[src/rtl/mdm_pkg.sv]
package mdm_pkg;
  localparam int NUM_LINES   = 4;
  localparam int SYNC_STAGES = 2;
  localparam int IDX_CTS     = 0;
  localparam int IDX_DSR     = 1;
  localparam int IDX_RI      = 2;
  localparam int IDX_DCD     = 3;
  localparam int STATUS_W    = 2 * NUM_LINES;
endpackage

[src/rtl/mdm_sync.sv]
module mdm_sync #(
  parameter int W      = 4,
  parameter int STAGES = 2
) (
  input  logic         clk_i,
  input  logic         rst_ni,
  input  logic [W-1:0] d_i,
  output logic [W-1:0] q_o
);
  logic [W-1:0] stg_q [STAGES];

  always_ff @(posedge clk_i or negedge rst_ni) begin
    if (!rst_ni) begin
      for (int s = 0; s < STAGES; s++) stg_q[s] <= '1;  // idle = de-asserted
    end else begin
      stg_q[0] <= d_i;
      for (int s = 1; s < STAGES; s++) stg_q[s] <= stg_q[s-1];
    end
  end

  assign q_o = stg_q[STAGES-1];
endmodule

[src/rtl/mdm_loop_mux.sv]
module mdm_loop_mux #(
  parameter int W = 4
) (
  input  logic         loop_en_i,
  input  logic [W-1:0] pin_i,
  input  logic [W-1:0] lb_i,
  output logic [W-1:0] sel_o
);
  for (genvar i = 0; i < W; i++) begin : g_line
    assign sel_o[i] = loop_en_i ? lb_i[i] : pin_i[i];
  end
endmodule

[src/rtl/mdm_change_tracker.sv]
module mdm_change_tracker #(
  parameter int W      = 4,
  parameter int RI_IDX = 2
) (
  input  logic         clk_i,
  input  logic         rst_ni,
  input  logic [W-1:0] lvl_i,
  input  logic         rd_i,
  output logic [W-1:0] flag_o,
  output logic [W-1:0] lvl_o
);
  logic [W-1:0] prev_q;
  logic [W-1:0] flag_q;
  logic [W-1:0] evt;

  for (genvar i = 0; i < W; i++) begin : g_evt
    if (i == RI_IDX) begin : g_trail
      assign evt[i] = ~prev_q[i] & lvl_i[i];  // low -> high only
    end else begin : g_any
      assign evt[i] = prev_q[i] ^ lvl_i[i];
    end
  end

  always_ff @(posedge clk_i or negedge rst_ni) begin
    if (!rst_ni) begin
      prev_q <= '1;
      flag_q <= '0;
    end else begin
      prev_q <= lvl_i;
      flag_q <= evt | (flag_q & ~{W{rd_i}});  // new event beats clear
    end
  end

  assign flag_o = flag_q;
  assign lvl_o  = lvl_i;

  // sticky without a read
  a_r6_flag_sticky: assert property (@(posedge clk_i) disable iff (!rst_ni)
    (flag_q[0] && !rd_i) |=> flag_q[0]);
  // read with no new event clears
  a_r7_read_clears: assert property (@(posedge clk_i) disable iff (!rst_ni)
    (rd_i && prev_q[0] == lvl_i[0]) |=> !flag_q[0]);
  // change sets flag on next edge
  a_r4_change_sets: assert property (@(posedge clk_i) disable iff (!rst_ni)
    (prev_q[0] != lvl_i[0]) |=> flag_q[0]);
  // ring leading edge does not set flag
  a_r5_ri_lead_ignored: assert property (@(posedge clk_i) disable iff (!rst_ni)
    (!flag_q[RI_IDX] && prev_q[RI_IDX] && !lvl_i[RI_IDX]) |=> !flag_q[RI_IDX]);
endmodule

[src/rtl/modem_status_det.sv]
module modem_status_det
  import mdm_pkg::*;
(
  input  logic                clk_i,
  input  logic                rst_ni,
  input  logic                cts_ni,
  input  logic                dsr_ni,
  input  logic                ri_ni,
  input  logic                dcd_ni,
  input  logic                loop_en_i,
  input  logic                lb_rts_ni,
  input  logic                lb_dtr_ni,
  input  logic                lb_out1_ni,
  input  logic                lb_out2_ni,
  input  logic                status_rd_i,
  input  logic                msi_en_i,
  output logic [STATUS_W-1:0] status_o,
  output logic                irq_o
);
  logic [NUM_LINES-1:0] pin_v, lb_v, sel_v, sync_v, flag_v, lvl_v;

  assign pin_v[IDX_CTS] = cts_ni;
  assign pin_v[IDX_DSR] = dsr_ni;
  assign pin_v[IDX_RI]  = ri_ni;
  assign pin_v[IDX_DCD] = dcd_ni;
  assign lb_v[IDX_CTS]  = lb_rts_ni;
  assign lb_v[IDX_DSR]  = lb_dtr_ni;
  assign lb_v[IDX_RI]   = lb_out1_ni;
  assign lb_v[IDX_DCD]  = lb_out2_ni;

  mdm_loop_mux #(.W(NUM_LINES)) u_mux (
    .loop_en_i(loop_en_i), .pin_i(pin_v), .lb_i(lb_v), .sel_o(sel_v)
  );

  mdm_sync #(.W(NUM_LINES), .STAGES(SYNC_STAGES)) u_sync (
    .clk_i(clk_i), .rst_ni(rst_ni), .d_i(sel_v), .q_o(sync_v)
  );

  mdm_change_tracker #(.W(NUM_LINES), .RI_IDX(IDX_RI)) u_trk (
    .clk_i(clk_i), .rst_ni(rst_ni), .lvl_i(sync_v), .rd_i(status_rd_i),
    .flag_o(flag_v), .lvl_o(lvl_v)
  );

  assign status_o = {lvl_v, flag_v};
  assign irq_o    = msi_en_i & (|flag_v);

  // no request while disabled
  a_r9_irq_masked: assert property (@(posedge clk_i) disable iff (!rst_ni)
    !msi_en_i |-> !irq_o);
endmodule

[config.mk]
export PLATFORM = sky130hd
export DESIGN_NAME = modem_status_det
export DESIGN_NICKNAME = d
export VERILOG_FILES = /design/src/rtl/mdm_pkg.sv /design/src/rtl/mdm_sync.sv /design/src/rtl/mdm_loop_mux.sv /design/src/rtl/mdm_change_tracker.sv /design/src/rtl/modem_status_det.sv
export SDC_FILE = /design/constraint.sdc
export NUM_CORES = 1
export LEC_CHECK = 0
export CAP_MARGIN = 40
export CORE_AREA = 3 3 41 43
export CTS_CLUSTER_DIAMETER = 30
export CTS_CLUSTER_SIZE = 10
export DETAILED_ROUTE_END_ITERATION = 8
export DIE_AREA = 0 0 44 46
export PLACE_DENSITY = 0.75
export SYNTH_ARGS = -nofsm -noshare
export SYNTH_HDL_FRONTEND = slang
export SYNTH_SLANG_ARGS = --single-unit
[constraint.sdc]
create_clock -name clk_i -period 1.7 [get_ports clk_i]
set_input_delay 0.17 -clock clk_i [delete_from_list [all_inputs] [get_ports clk_i]]
set_output_delay 0.17 -clock clk_i [all_outputs]
set_load 0.02 [all_outputs]
# Word level (Yosys, flattened, before mapping)
# Index checks and enable logic that the tools add are counted.
# Widths: inputs -> output; s select.
# totals
reg_bits	16
word_cells	18
# classes
mux	4
bitwise	9
n_reduce_logical	1
# op_table
operator	n
$and 4x4->4	1
$mux 1	4
$not 4->4	1
$or 4x4->4	1
$reduce_or 4->1	1
$xor 1x1->1	3
$and 1x1->1	2
$not 1->1	1

# Longest topological paths before layout
# Gate-level depths: netlist of run 1.
# logic_depth
depth_word	3
depth_mapped	2
depth_no_buf	2

# Cells and area by module
# Synthesis of run 1 repeated with hierarchy kept, for this count alone.
# hier_totals
cells_unflattened	41
area_unflattened_um2	598.1
# modules_own_cells
mod	instances	cells_per_inst	area_per_inst_um2	seq_area_each_um2
mdm_change_tracker	1	24	301.5	205.2
mdm_sync	1	12	240.2	210.2
mdm_loop_mux	1	4	45.0	0.0
modem_status_det	1	1	11.3	0.0

# Worst setup path before layout of run 1
# No wires, ideal clock.
# synth_path
path_kind	register to output
start	register u_trk.flag_q[0], in the netlist u_trk.flag_o[0]
end	output port irq_o
arrival_ps	973
required_ps	1530
setup_slack_ps	557
path_stages_with_launch	2
cell_sequence	dfrtp_1 > o41a_1
# synth_via
elab_chain_cells	2
# synth_rtl
element	line	text
from (decl)	mdm_change_tracker.sv:13	logic [W-1:0] flag_q;
from (signal assigned)	mdm_change_tracker.sv:30	flag_q <= evt | (flag_q & ~{W{rd_i}});
$reduce_or 4->1	modem_status_det.sv:45	assign irq_o = msi_en_i & (|flag_v);
$and 1x1->1	modem_status_det.sv:45	
to (decl)	modem_status_det.sv:18	output logic irq_o
# No other way between the ends.

# Worst setup path after layout of run 1
# layout_path
start	register u_sync.stg_q, in the netlist u_sync.q_o[3]
end	output port status_o[7]
# layout_lines
element	line	text
from (decl)	mdm_sync.sv:10	logic [W-1:0] stg_q [STAGES];
to (decl)	modem_status_det.sv:17	output logic [STATUS_W-1:0] status_o,
# No word-level cell between the ends.

==> impl_results.md, run 1 <==
* Row Count at 13
* Vias in the first global route at 366
* Tcrit/Tclk final at between 90% and 100%
* Post-route antenna net violation count at 0
* Syn nets at 50
* RR Startpoint: u_sync.q_o[1]
* Crit path cell chain: clkdlybuf4s50_1
* Postcts setup bufs at 0
* Share of post-route cells with drive strength above 1 at 35.6%
* Post-Syn Instances at 37
* CTS tree: yes
* Crit path kind: reg2out
* Slew Limit Fails at 0
* #FFs+latches synth at 16
* Fin. Hold Viols at 0
* Worst ir drop on vdd at 421 µV
* Routability cong. at 0.667
* Netlist Area Pre-Place at 568 µm²
* WL final at 792 µm
* Initial Utilization at 42.6%
* Yosys top cell area share at 55.5%
* R2r worst-path depth at 2
* Area leader, netlist: dfstp_2
* Placed wire-length estimate at about 630 µm
* Post-layout min period at 1600 ps
* Setup tns final at 0 ps
* Lkg Pwr at around 0.34 nW
* Commonest non-fill, non-tap cell in the layout: clkdlybuf4s50_1
* Nature of the critical path startpoint: flop
* Final number of setup-violating endpoints at 0
* Initial antenna violation count at 0
* Worst-margin pin slew at 219 ps
* Max Root-Sink Buffers at 2
* CP Buf/Inv Count at 1
* H-Tree Depth at 1
* Die Y at 46 µm
* Port Buf Inserts at 21
* Worst-Skew Late Latency at approximately 270 ps
* CTS Buf Count at 3
* First-pass GRT wire length at 1370 µm
* Sequential-to-total area share from yosys stat at 73.1%
* Drt via density at 4.57
* Vias post-DR at 338
* Critical path's top delay family: buffers and inverters
* DRC at 0
* Main area contributors after synthesis: dfstp_2, dfrtp_1, mux2_2, buf_4, xnor2_1
* Final core occ at 60.7%
* Starting DRT DRC Count at 0
* Slew HR at a little under nine tenths
* DRT Pass-1 Iters at 1
* Avg WL per Cell at approximately 11 µm
* Max FO, Critical Path at 3
* Required @ worst endpoint at 1530 ps
* Status: complete, no violations
* Mean Syn Cell Area at 15.4 µm²
* Worst hold path type: in2async
* Clock Sinks at 16
* FF-to-FF End: u_trk.flag_o[1]
* Max-cap violation count at 0
* Commonest non-fill, non-tap cells in the layout: clkdlybuf4s50_1, dfstp_2, inv_1, mux2_2, dfrtp_1
* Distinct cells, synth at 9
* Power per Cell Area at 1030 mW/mm²
* Clock Pin Slew Worst Setup and Hold Paths at 90 ps
* Skew final at 4.55 ps
* Crit path DAT at roughly 1400 ps
* Antenna Cells at 0
* Die footprint at 0.00202 mm²
* Synth warnings at 0
* Power, Total at 0.833 mW
* GR Overflow Total at 0
* I/O pins at 22
* Flop2flop setup slack at 810 ps
* RSZ-0062 raised after global routing: false
* Syn-to-layout area delta at 42.5%
* DIE WIDTH at between 40 and 50 µm
* Max Fclk at 0.624 GHz
* Max incr delay on CP at ~600 ps
* Layout Nets at 73
* GRT Total Usage at 9.59%
* Slowest cell on the critical path: clkdlybuf4s50_1
* Largest net degree at the start of global routing at 17
* CP Capture Type: output port
* Clock root buffer: clkbuf_4
* Core Region at 0.00133 mm²
==> synth_stat cells <==
cell / instances
dfstp_2: 12
mux2_2: 4
o21ai_0: 3
xnor2_1: 3
o22ai_1: 1
dfrtp_1: 4
buf_4: 4
inv_1: 5
o41a_1: 1
==> metrics by stage <==
step	hold WS, ps	area (µm²)	worst slack [ps]	cells
after global placement	346	774	186	70
after CTS	207	810	76.4	74
final	208	810	97.3	74
after detailed placement	347	774	162	70
after floorplan	-126	568	557	37
after global routing	216	810	45.5	74
==> cell families after synthesis <==
| kind of cell | count (synthesis) | synth area share, % |
|---|---|---|
| compound gates | 5 | 5.73 |
| mux | 4 | 7.93 |
| xor+xnor | 3 | 4.63 |
| buf+inv | 9 | 8.59 |
| flops | 16 | 73.1 |
==> worst max-delay path by stage <==
| stage | from | end | cells past startpoint |
|---|---|---|---|
| 6_report | u_sync.q_o[3] | status_o[7] | 1 |
| 3_5_place_dp | msi_en_i | irq_o | 3 |
| 2_1_floorplan | u_trk.flag_o[0] | irq_o | 1 |
| 4_1_cts | u_sync.q_o[3] | status_o[7] | 1 |
| 3_3_place_gp | msi_en_i | irq_o | 3 |
| 5_1_grt | u_sync.q_o[1] | status_o[5] | 1 |
==> power breakdown <==
part	switching, mW	internal, mW	leakage (nW)
clock	0.105	0.130	0.0210
sequential	0.0214	0.433	0.171
combinational	0.0608	0.0826	0.147
total	0.187	0.646	0.339
==> sequential cells by signal (all words and copies together), names as in the netlist <==
signal and cells:
u_trk.flag_o 4, u_trk.prev_q 4, u_sync.stg_q 4, u_sync.q_o 4
==> routing by layer <==
metal  vias to the layer above  GRT usage (%)  part of all wire [%]
li1                        163              -                     -
met4                         0           7.23                     0
met5                         -              0                     0
met2                        18           16.6                    50
met3                         0           2.77                    11
met1                       157           9.73                    39
==> cell type report <==
cell class | instances | area [µm²]
Clock buffer | 4 | 36.3
Fill cell | 120 | 524
Inverter | 5 | 18.8
Multi-Input combinational cell | 12 | 104
Sequential cell | 16 | 415
Tap cell | 15 | 18.8
Timing Repair Buffer | 22 | 216
==> repair_timing <==
action	CTS	global route
gates resized for setup	1	0
hold buffers	0	0
endpoints found under the setup margin	1	0
Power figures use the tool's default switching activity.
==> inputs of run 2 (changes only) <==
--- a/config.mk
+++ b/config.mk
@@ -6,12 +6,13 @@
 export NUM_CORES = 1
 export LEC_CHECK = 0
 export CAP_MARGIN = 40
-export CORE_AREA = 3 3 41 43
+export CORE_AREA = 3 3 40 42
+export CTS_BUF_LIST = sky130_fd_sc_hd__clkbuf_4 sky130_fd_sc_hd__clkbuf_8
 export CTS_CLUSTER_DIAMETER = 30
 export CTS_CLUSTER_SIZE = 10
 export DETAILED_ROUTE_END_ITERATION = 8
-export DIE_AREA = 0 0 44 46
-export PLACE_DENSITY = 0.75
+export DIE_AREA = 0 0 43 45
+export PLACE_DENSITY = 0.78
 export SYNTH_ARGS = -nofsm -noshare
 export SYNTH_HDL_FRONTEND = slang
 export SYNTH_SLANG_ARGS = --single-unit
==> run 2 against run 1 <==
Worst setup slack got worse by 9.8 ps. Sequential cell count unchanged. Hold slack got worse by 1.5 ps. Critical path type unchanged. Largest cell class unchanged. Sequential power is essentially flat. Utilization increased by 1.2 points. Critical path depth stayed put. Final area fell by 1.7%. Power decreased by 5.9%. First-iteration DRC count unchanged. Sequential share of layout area rose by 0.89 points.
==> impl_results.md, run 2 (synthesis results as in run 1) <==
* Status: complete, no violations
* CP Buf/Inv Count at 1 (unchanged)
* Die footprint at 0.00194 mm² (-4.4%)
* Critical path's top delay family: buffers and inverters
* Register area at 415 µm² (unchanged)
* Placed wire-length estimate at 701 µm (+11%)
* GRT Total Usage at 10.4% (+0.83 points)
* Port Buf Inserts at 21 (unchanged)
* GR Overflow Total at 0 (unchanged)
* WL final at 887 µm (+12%)
* I/O pins at 22 (unchanged)
* Max Fclk at 0.620 GHz (-0.61%)
* Crit path cell chain: clkdlybuf4s50_1
* Row Count at 13 (unchanged)
* Vias post-DR at 344 (+1.8%)
* FF-to-FF End: u_trk.flag_o[1]
* Initial antenna violation count at 0 (unchanged)
* Starting DRT DRC Count at 0 (unchanged)
* Worst-Skew Late Latency at 270 ps (about the same)
* Worst hold path type: in2async
* Core Region at 0.00128 mm² (-3.7%)
* Flop2flop setup slack at 800 ps (about the same)
* Placed Instances at 70 (unchanged)
* Hold WS at 207 ps (-1.47 ps)
* Post-layout min period at 1610 ps (+9.81 ps)
* Power, Total at 0.784 mW (-5.9%)
* Post-route antenna net violation count at 0 (unchanged)
* Setup tns final at 0 ps (unchanged)
* Antenna Cells at 0 (unchanged)
* Die Y at 45 µm (-2.2%)
* Max Root-Sink Buffers at 2 (unchanged)
* RSZ-0062 raised after global routing: false
* CP Capture Point: status_o[7]
* Vias in the first global route at 375 (+2.5%)
* Syn-to-layout area delta at 40.1%
* Max FO, Critical Path at 3 (unchanged)
* Slowest cell on the critical path: clkdlybuf4s50_1
* Crit path kind: reg2out
* Tcrit/Tclk final at 94.9% (+0.58 points)
* Layout Nets at 73 (unchanged)
* Crit path DAT at 1440 ps (about the same)
* DIE WIDTH at 43 µm (-2.3%)
* # fillers at 100 (-17%)
* Required @ worst endpoint at 1530 ps (about the same)
* Initial Utilization at 44.2% (+1.6 points)
* Clock Sinks at 16 (unchanged)
* Multi-input gate area at 104 µm² (unchanged)
* Max-cap violation count at 0 (unchanged)
* RR Startpoint: u_sync.q_o[1]
* Postcts setup bufs at 0 (unchanged)
* Critical Path Source: u_sync.q_o[3]
* Layout Cells excl Fill at 73 (-1.4%)
* Largest net degree at the start of global routing at 17 (unchanged)
* CTS tree: yes
* Nature of the critical path startpoint: flop
* Worst-margin pin slew at 216 ps (-2.73 ps)
* Slew Limit Fails at 0 (unchanged)
* Fin. Hold Viols at 0 (unchanged)
* H-Tree Depth at 1 (unchanged)
* Lkg Pwr at 0.331 nW (-2.1%)
* Skew final at 2.12 ps (-2.43 ps)
* DRT Pass-1 Iters at 1 (unchanged)
* Share of post-route cells with drive strength above 1 at 34.5% (-1.1 points)
* Commonest non-fill, non-tap cells in the layout: clkdlybuf4s50_1, dfstp_2, inv_1, mux2_2, dfrtp_1
* R2r worst-path depth at 2 (unchanged)
* CP Depth at 1 (unchanged)
* Slew HR at 85.6% (+0.18 points)
* Avg WL per Cell at 12.2 µm (+14%)
* First-pass GRT wire length at 1440 µm (+5.1%)
* CTS Buf Count at 3 (unchanged)
* CP Capture Type: output port
* Worst ir drop on vdd at 418 µV (-0.82%)
* Final number of setup-violating endpoints at 0 (unchanged)
* Clock root buffer: clkbuf_4
* Power per Cell Area at 986 mW/mm² (-4.2%)
* Routability cong. at 0.654 (-1.9%)
* Drt via density at 4.71 (+3.2%)
* Commonest non-fill, non-tap cell in the layout: clkdlybuf4s50_1
* Max incr delay on CP at 610 ps (about the same)
* Clock Pin Slew Worst Setup and Hold Paths at 80 ps (about the same)
* DRC at 0 (unchanged)
## run 2: cell types whose count changed in the layout (fill, tap and decap cells not counted)
cell and delta:
clkbuf_8 -1
## run 2: worst min-delay path by stage
stage | to | slack (ps) | cells after the start
2_1_floorplan | u_trk.flag_o[0] | -130 | 0
3_3_place_gp | u_sync.q_o[1] | 350 | 0
3_5_place_dp | u_sync.q_o[1] | 350 | 0
4_1_cts | u_trk.flag_o[3] | 210 | 2
5_1_grt | u_trk.flag_o[0] | 240 | 2
6_report | u_trk.flag_o[0] | 210 | 2
## run 2: metal layers
| metal | GRT usage [%] | part of all wire [%] | wire length [µm] | vias to the layer above |
|---|---|---|---|---|
| met5 | 0 | 0 | 0 | - |
| met4 | 7.23 | 1.6 | 14 | 0 |
| met1 | 8.31 | 35 | 313 | 166 |
| met2 | 21.3 | 52 | 463 | 20 |
| li1 | - | - | - | 156 |
| met3 | 2.79 | 11 | 96 | 2 |
## run 2: repair_timing
item                                    CTS  global route
resized for setup                         1             0
hold buffers                              0             0
endpoints found under the setup margin    1             0
## run 2: power by group
group          switching, mW  total (mW)  internal (mW)
combinational         0.0613       0.144         0.0826
sequential            0.0232       0.457          0.433
clock                  0.102       0.184         0.0820
total                  0.186       0.784          0.598
## run 2: per-stage QoR
step / setup WS, ps / instance area (µm²) / utilization (%)
after global placement: 187 / 774 / 60.3
after floorplan: 557 / 568 / -
after global routing: 46.1 / 796 / 61.9
final: 87.5 / 796 / 61.9
after CTS: 67.5 / 796 / 61.9
after detailed placement: 162 / 774 / 60.3
## run 2: area by class of cell
cell class	instances	area share, %
flip-flops and latches	16	52.2
clock buffers	3	2.83
inverters	5	2.36
repair buffers	22	27.2
well taps	15	2.36
multi-input cells	12	13.1
==> inputs of run 3 (changes only) <==
--- a/config.mk
+++ b/config.mk
@@ -12,6 +12,7 @@
 export CTS_CLUSTER_SIZE = 10
 export DETAILED_ROUTE_END_ITERATION = 8
 export DIE_AREA = 0 0 43 45
+export HOLD_SLACK_MARGIN = 0.06
 export PLACE_DENSITY = 0.78
 export SYNTH_ARGS = -nofsm -noshare
 export SYNTH_HDL_FRONTEND = slang
==> results of run 3 <==
Same layout as run 2: the final DEF is identical, and so are final timing and power.
